**src/rtl/shr_pal_pkg.sv**
```systemverilog
package shr_pal_pkg;
  localparam int unsigned PAL_DEPTH   = 32;
  localparam int unsigned PAL_WORD_W  = 12;
  localparam int unsigned PAL_CODE_W  = 2;
  localparam int unsigned PAL_PAIR_W  = 2;
  localparam int unsigned PAL_NUM_CH  = 3;
  localparam int unsigned PAL_NIB_W   = PAL_WORD_W / PAL_NUM_CH;
  localparam int unsigned PAL_AW      = $clog2(PAL_DEPTH);
  localparam int unsigned PAL_RGB_W   = PAL_NUM_CH * PAL_PAIR_W;

  typedef logic [PAL_WORD_W-1:0] pal_word_t;
  typedef logic [PAL_RGB_W-1:0]  pal_rgb_t;
endpackage

```
**src/rtl/shr_pal_regfile.sv**
```systemverilog
module shr_pal_regfile #(
  parameter int unsigned DEPTH = 32,
  parameter int unsigned WORD_W = 12,
  localparam int unsigned AW = $clog2(DEPTH)
) (
  input  logic              clk_i,
  input  logic              rst_ni,
  input  logic              we_i,
  input  logic [AW-1:0]     waddr_i,
  input  logic [WORD_W-1:0] wdata_i,
  input  logic [AW-1:0]     raddr_i,
  output logic [WORD_W-1:0] rdata_o
);
  logic [DEPTH-1:0][WORD_W-1:0] mem_q;

  for (genvar g = 0; g < DEPTH; g++) begin : g_word
    always_ff @(posedge clk_i or negedge rst_ni) begin
      if (!rst_ni)                            mem_q[g] <= '0;
      else if (we_i && waddr_i == AW'(g))     mem_q[g] <= wdata_i;
    end
  end

  // read sees pre-edge contents: old value on a colliding write
  assign rdata_o = mem_q[raddr_i];

  AST_WRITE_LANDS: assert property (@(posedge clk_i) disable iff (!rst_ni)
    we_i |=> mem_q[$past(waddr_i)] == $past(wdata_i));
  AST_NO_WRITE_STABLE: assert property (@(posedge clk_i) disable iff (!rst_ni)
    !we_i |=> $stable(mem_q));
endmodule

```
**src/rtl/shr_pal_field_sel.sv**
```systemverilog
module shr_pal_field_sel #(
  parameter int unsigned NUM_CH = 3,
  parameter int unsigned NIB_W  = 4,
  parameter int unsigned PAIR_W = 2,
  localparam int unsigned WORD_W = NUM_CH * NIB_W,
  localparam int unsigned RGB_W  = NUM_CH * PAIR_W
) (
  input  logic [WORD_W-1:0] word_i,
  output logic [RGB_W-1:0]  rgb_o
);
  logic [NUM_CH-1:0] unused_lo;

  // take the high pair of every channel nibble
  for (genvar c = 0; c < NUM_CH; c++) begin : g_ch
    assign rgb_o[c*PAIR_W +: PAIR_W] = word_i[c*NIB_W + NIB_W - PAIR_W +: PAIR_W];
    assign unused_lo[c]              = ^word_i[c*NIB_W +: NIB_W - PAIR_W];
  end
endmodule

```
**src/rtl/shr_pal_decoder.sv**
```systemverilog
module shr_pal_decoder
  import shr_pal_pkg::*;
#(
  parameter int unsigned DEPTH  = PAL_DEPTH,
  parameter int unsigned NUM_CH = PAL_NUM_CH,
  parameter int unsigned NIB_W  = PAL_NIB_W,
  parameter int unsigned PAIR_W = PAL_PAIR_W,
  parameter int unsigned CODE_W = PAL_CODE_W,
  localparam int unsigned AW     = $clog2(DEPTH),
  localparam int unsigned WORD_W = NUM_CH * NIB_W,
  localparam int unsigned RGB_W  = NUM_CH * PAIR_W,
  localparam int unsigned PAD_W  = AW - 1 - CODE_W
) (
  input  logic              clk_i,
  input  logic              rst_ni,
  input  logic              wr_en_i,
  input  logic [AW-1:0]     wr_addr_i,
  input  logic [WORD_W-1:0] wr_data_i,
  input  logic              pix_valid_i,
  input  logic              pix_spr_i,
  input  logic [CODE_W-1:0] pix_code_i,
  output logic [RGB_W-1:0]  rgb_o,
  output logic              rgb_vld_o
);
  logic [AW-1:0]     rd_addr;
  logic [WORD_W-1:0] rd_word;
  logic [RGB_W-1:0]  rgb_d;

  // half select on the top bit, code in the low bits, middle index field zero
  assign rd_addr = {pix_spr_i, {PAD_W{1'b0}}, pix_code_i};

  shr_pal_regfile #(.DEPTH(DEPTH), .WORD_W(WORD_W)) i_regfile (
    .clk_i   (clk_i),
    .rst_ni  (rst_ni),
    .we_i    (wr_en_i),
    .waddr_i (wr_addr_i),
    .wdata_i (wr_data_i),
    .raddr_i (rd_addr),
    .rdata_o (rd_word)
  );

  shr_pal_field_sel #(.NUM_CH(NUM_CH), .NIB_W(NIB_W), .PAIR_W(PAIR_W)) i_field_sel (
    .word_i (rd_word),
    .rgb_o  (rgb_d)
  );

  always_ff @(posedge clk_i or negedge rst_ni) begin
    if (!rst_ni) begin
      rgb_o     <= '0;
      rgb_vld_o <= 1'b0;
    end else begin
      rgb_vld_o <= pix_valid_i;
      if (pix_valid_i) rgb_o <= rgb_d;
    end
  end

  AST_HOLD_IDLE: assert property (@(posedge clk_i) disable iff (!rst_ni)
    !pix_valid_i |=> $stable(rgb_o));
  AST_VLD_FOLLOWS: assert property (@(posedge clk_i) disable iff (!rst_ni)
    pix_valid_i |=> rgb_vld_o);
  AST_VLD_DROPS: assert property (@(posedge clk_i) disable iff (!rst_ni)
    !pix_valid_i |=> !rgb_vld_o);
endmodule

```
**config.mk**
```make
export PLATFORM = sky130hd
export DESIGN_NAME = shr_pal_decoder
export DESIGN_NICKNAME = d
export VERILOG_FILES = /design/src/rtl/shr_pal_pkg.sv /design/src/rtl/shr_pal_regfile.sv /design/src/rtl/shr_pal_field_sel.sv /design/src/rtl/shr_pal_decoder.sv
export SDC_FILE = /design/constraint.sdc
export NUM_CORES = 1
export LEC_CHECK = 0
export CELL_PAD_IN_SITES_DETAIL_PLACEMENT = 2
export CELL_PAD_IN_SITES_GLOBAL_PLACEMENT = 2
export CORE_ASPECT_RATIO = 1.2
export CORE_MARGIN = 8
export CORE_UTILIZATION = 44
export CTS_BUF_LIST = sky130_fd_sc_hd__clkbuf_4 sky130_fd_sc_hd__clkbuf_8 sky130_fd_sc_hd__clkbuf_16
export DETAILED_ROUTE_END_ITERATION = 10
export DONT_BUFFER_PORTS = 1
export PLACE_DENSITY_LB_ADDON = 0.15
export SYNTH_ARGS = -nofsm -noshare
export SYNTH_HDL_FRONTEND = slang
export SYNTH_SLANG_ARGS = --single-unit
```
**constraint.sdc**
```tcl
create_clock -name clk_i -period 1.2 [get_ports clk_i]
set_input_delay 0.18 -clock clk_i [delete_from_list [all_inputs] [get_ports clk_i]]
set_output_delay 0.18 -clock clk_i [all_outputs]
set_load 0.1 [all_outputs]
```
==> summary.md <==
| Metric | Value |
|---|---|
| Die Y | between 90 and 100 um |
| DRC viols | 0 |
| Worst Hold Class | primary input to asynchronous set/reset pin |
| Max-Cap Viols | 0 |
| Final Util | 0.5248 |
| Clk Latency, worst-skew pair | 320 ps |
| Critical Path Start Type | flip-flop |
| Antenna diode count | 0 |
| NetSw | 0.001318 W |
| Int Power | about 0.0032 W |
| Iter 0 DRT Violations | 111 |
| Resized Gates After CTS | 0 |
| CP Depth | 1 |
| Max IR drop VDD | 0.0006640 V |
| CP Capture Type | primary output |
| CP max stage delay | 430 ps |
| Sequential-to-total area share from yosys stat | 0.5432 |
| Total power | 0.004544 W |
| Vias in the first global route | 1697 |
| Post-Syn Area | 0.002534 mm^2 |
| # clock sinks | 55 |
| Post-CTS Setup Inserts | 0 |
| Yosys reg bits | 55 |
| Reg-to-reg startpoint | i_regfile.mem_q[235]$_DFFE_PN0P_ |
| GRT overflow | 0 |
| Via Count | between 1000 and 1500 |
| Worst EP required | 1020 ps |
| Clk pwr share | 0.229 |
| Slowest cell on crit path | dfrtp_1 |
| Mapped Nets | 199 |
| Count of pins over their slew limit | 0 |
| Main synth FF type | dfrtp_1 |
| # hold bufs at CTS | 1 |
| Core ar. | around 0.0056 mm^2 |
| Critical-path cell list | buf_12 |
| Highest Clock Rate | 899.9 MHz |
| Growth of design area from synthesis to finish | 15.85% |
| Synth area leaders | dfrtp_1 54%, mux2_2 24%, mux2i_1 4.7% |
| Reg2reg setup slack | roughly 120 ps |
| Endpoints failing hold | 55 |
| Worst Tran Pin Value | 489.7 ps |
| Count leader, synth | dfrtp_1 |
| DP Wirelength | 4368 um |
| Effective utilization at floorplan | 0.4530 |
| Vias per cell | 5.762 |
| IO Pins | 31 |
| Reg clk slew, reported paths | approximately 100 ps |
| Pleak | 1.350 nW |
| Flop pwr share | 0.529 |
| Yosys top cell by area | dfrtp_1 |
| Synth Instances | 175 |
| Area share of the largest cell type after synthesis | 0.5432 |
| Initial antenna violation count | 0 |
| DRT Wirelength | around 6300 um |
| Crit. Startpoint | rgb_o[2]$_DFFE_PN0P_ |
| Failing checks | negative hold slack |
| Row cnt | 30 |
| GRT Overall Usage | 0.1504 |
| CTS max path bufs | 2 |
| Worst setup path end | rgb_o[2] |
| WP data arrival | 930 ps |
| Largest delay share family, worst path | flip-flops |
| Yosys warnings | 0 |
| Critical path class | flip-flop to primary output |
| Power per Cell Area | 1548 mW/mm^2 |
| Htree depth | 2 |
| Largest net degree at the start of global routing | 56 |
| Switch share | 0.2900 |
| Final ANT Viol Nets | 0 |
| Port bufs | 0 |
| Commonest cells post-synth | 55 x dfrtp_1, 54 x mux2_2, 13 x nand2_1 |
| Synth unique cells | 21 |
| Crit Path Max Fanout | 2 |
| Relative slew slack | 0.6729 |
| Min Tclk post-route | around 1100 ps |
| Nets | roughly 220 |
| Unrepaired setup endpoints after global routing | no |
| Async SR Flop Fraction | 1.000 |
| Post-synth EDFFs | 0 |
| Die width | 85.27 um |
| Status | finished with violations |
| Clock root cell | clkbuf_8 |
| Syn Area/Cell | 14.48 um^2 |
| DIE AREA | 0.008452 mm^2 |
| CTS tree | yes |
| Period utilisation layout | 0.9261 |
| Routed WL per cell | about 24 um |
| Setup violators final | 0 |
| Fillers | 523 |
| FF-to-FF path depth | 3 |
| Hold WS | -459.3 ps |
| First-pass GRT wire length | 9570 um |
| Total CTS buffers | 5 |
| Pre-Repair DR Iteration Count | 4 |
| Share of post-route cells with drive strength above 1 | 0.4235 |
| RR Endpoint | rgb_o[3]$_DFFE_PN0P_ |
| GP Congestion | 0.7124 |
| Buf+Inv Stages, Crit Path | 1 |
| Logic pwr share | 0.242 |
| Skew final | 6.812 ps |
-- cell families (layout without fill, tap and decap cells) --
family,count (synthesis),in the layout,synth area share
DFF,55,55,0.5432
and+or+nand+nor,23,23,0.05482
AOI/OAI and AO/OA,18,18,0.05531
buffers and inverters,7,28,0.02370
muxes,72,72,0.3230
-- through the flow --
| stage | area, um^2 | setup slack (ps) | TNS (ps) | cells | hold WS, ps |
|---|---|---|---|---|---|
| floorplan | 2561 | -23.32 | -196.6 | 175 | -115.6 |
| CTS | 2855 | 80.39 | 0 | 252 | -460.9 |
| finish | 2935 | 88.72 | 0 | 260 | -459.3 |
| global placement | 2756 | -38.08 | -791.4 | 243 | -113.3 |
| detailed placement | 2756 | -118.1 | -3279 | 243 | -113.0 |
| global route | 2935 | 62.69 | 0 | 260 | -473.6 |
-- cell type report --
class	instances	area, um^2	share of cell area
clock inverter	2	12.51	0.004263
sequential	55	1378	0.4693
timing repair buffer	19	265.3	0.09037
tap	64	80.08	0.02728
multi-input combinational	113	1120	0.3815
clock buffer	6	76.32	0.02600
inverter	1	3.754	0.001279
-- flip-flops by register name, indices dropped and copies added, names as in the netlist --
name,flops
rgb_vld_o,1
i_regfile.mem_q,48
rgb_o,6
-- routing by layer --
| layer | track usage | wire (um) | vias to the layer above |
|---|---|---|---|
| met3 | 0.04125 | 212 | 5 |
| met2 | 0.2735 | 3363 | 18 |
| li1 | - | - | 675 |
| met4 | 0.04459 | 60 | 0 |
| met1 | 0.1656 | 2646 | 800 |
| met5 | 0 | 0 | - |
-- layout by cell type, fill, tap and decap left out, drive strengths merged --
master	instances
a22o	6
and3	2
and4bb	1
buf	10
clkbuf	6
clkinv	1
clkinvlp	1
dfrtp	55
dlygate4sd3	9
inv	1
mux2	60
mux2i	12
nand2	13
nand2b	1
nor2	2
nor2b	3
nor4b	1
o22ai	6
o31ai	6
-- worst min-delay path by stage --
| stage | start | endpoint | slack [ps] | cells past startpoint |
|---|---|---|---|---|
| after floorplan | rst_ni | i_regfile.mem_q[10]$_DFFE_PN0P_ | -120 | 0 |
| after global placement | rst_ni | i_regfile.mem_q[239]$_DFFE_PN0P_ | -110 | 0 |
| after detailed placement | rst_ni | i_regfile.mem_q[239]$_DFFE_PN0P_ | -110 | 0 |
| after CTS | rst_ni | i_regfile.mem_q[239]$_DFFE_PN0P_ | -460 | 0 |
| after global routing | rst_ni | i_regfile.mem_q[215]$_DFFE_PN0P_ | -470 | 0 |
| final | rst_ni | rgb_o[5]$_DFFE_PN0P_ | -460 | 0 |
-- power groups by stage --
stage                     Clock (W)  Sequential [W]  Combinational (W)
after floorplan                   0         0.00259           0.000596
after global placement            0         0.00240            0.00102
after detailed placement          0         0.00244            0.00107
after CTS                   0.00106         0.00241            0.00108
after global routing        0.00112         0.00245            0.00117
final                       0.00104         0.00241            0.00110
(Power assumes the default switching activity.)
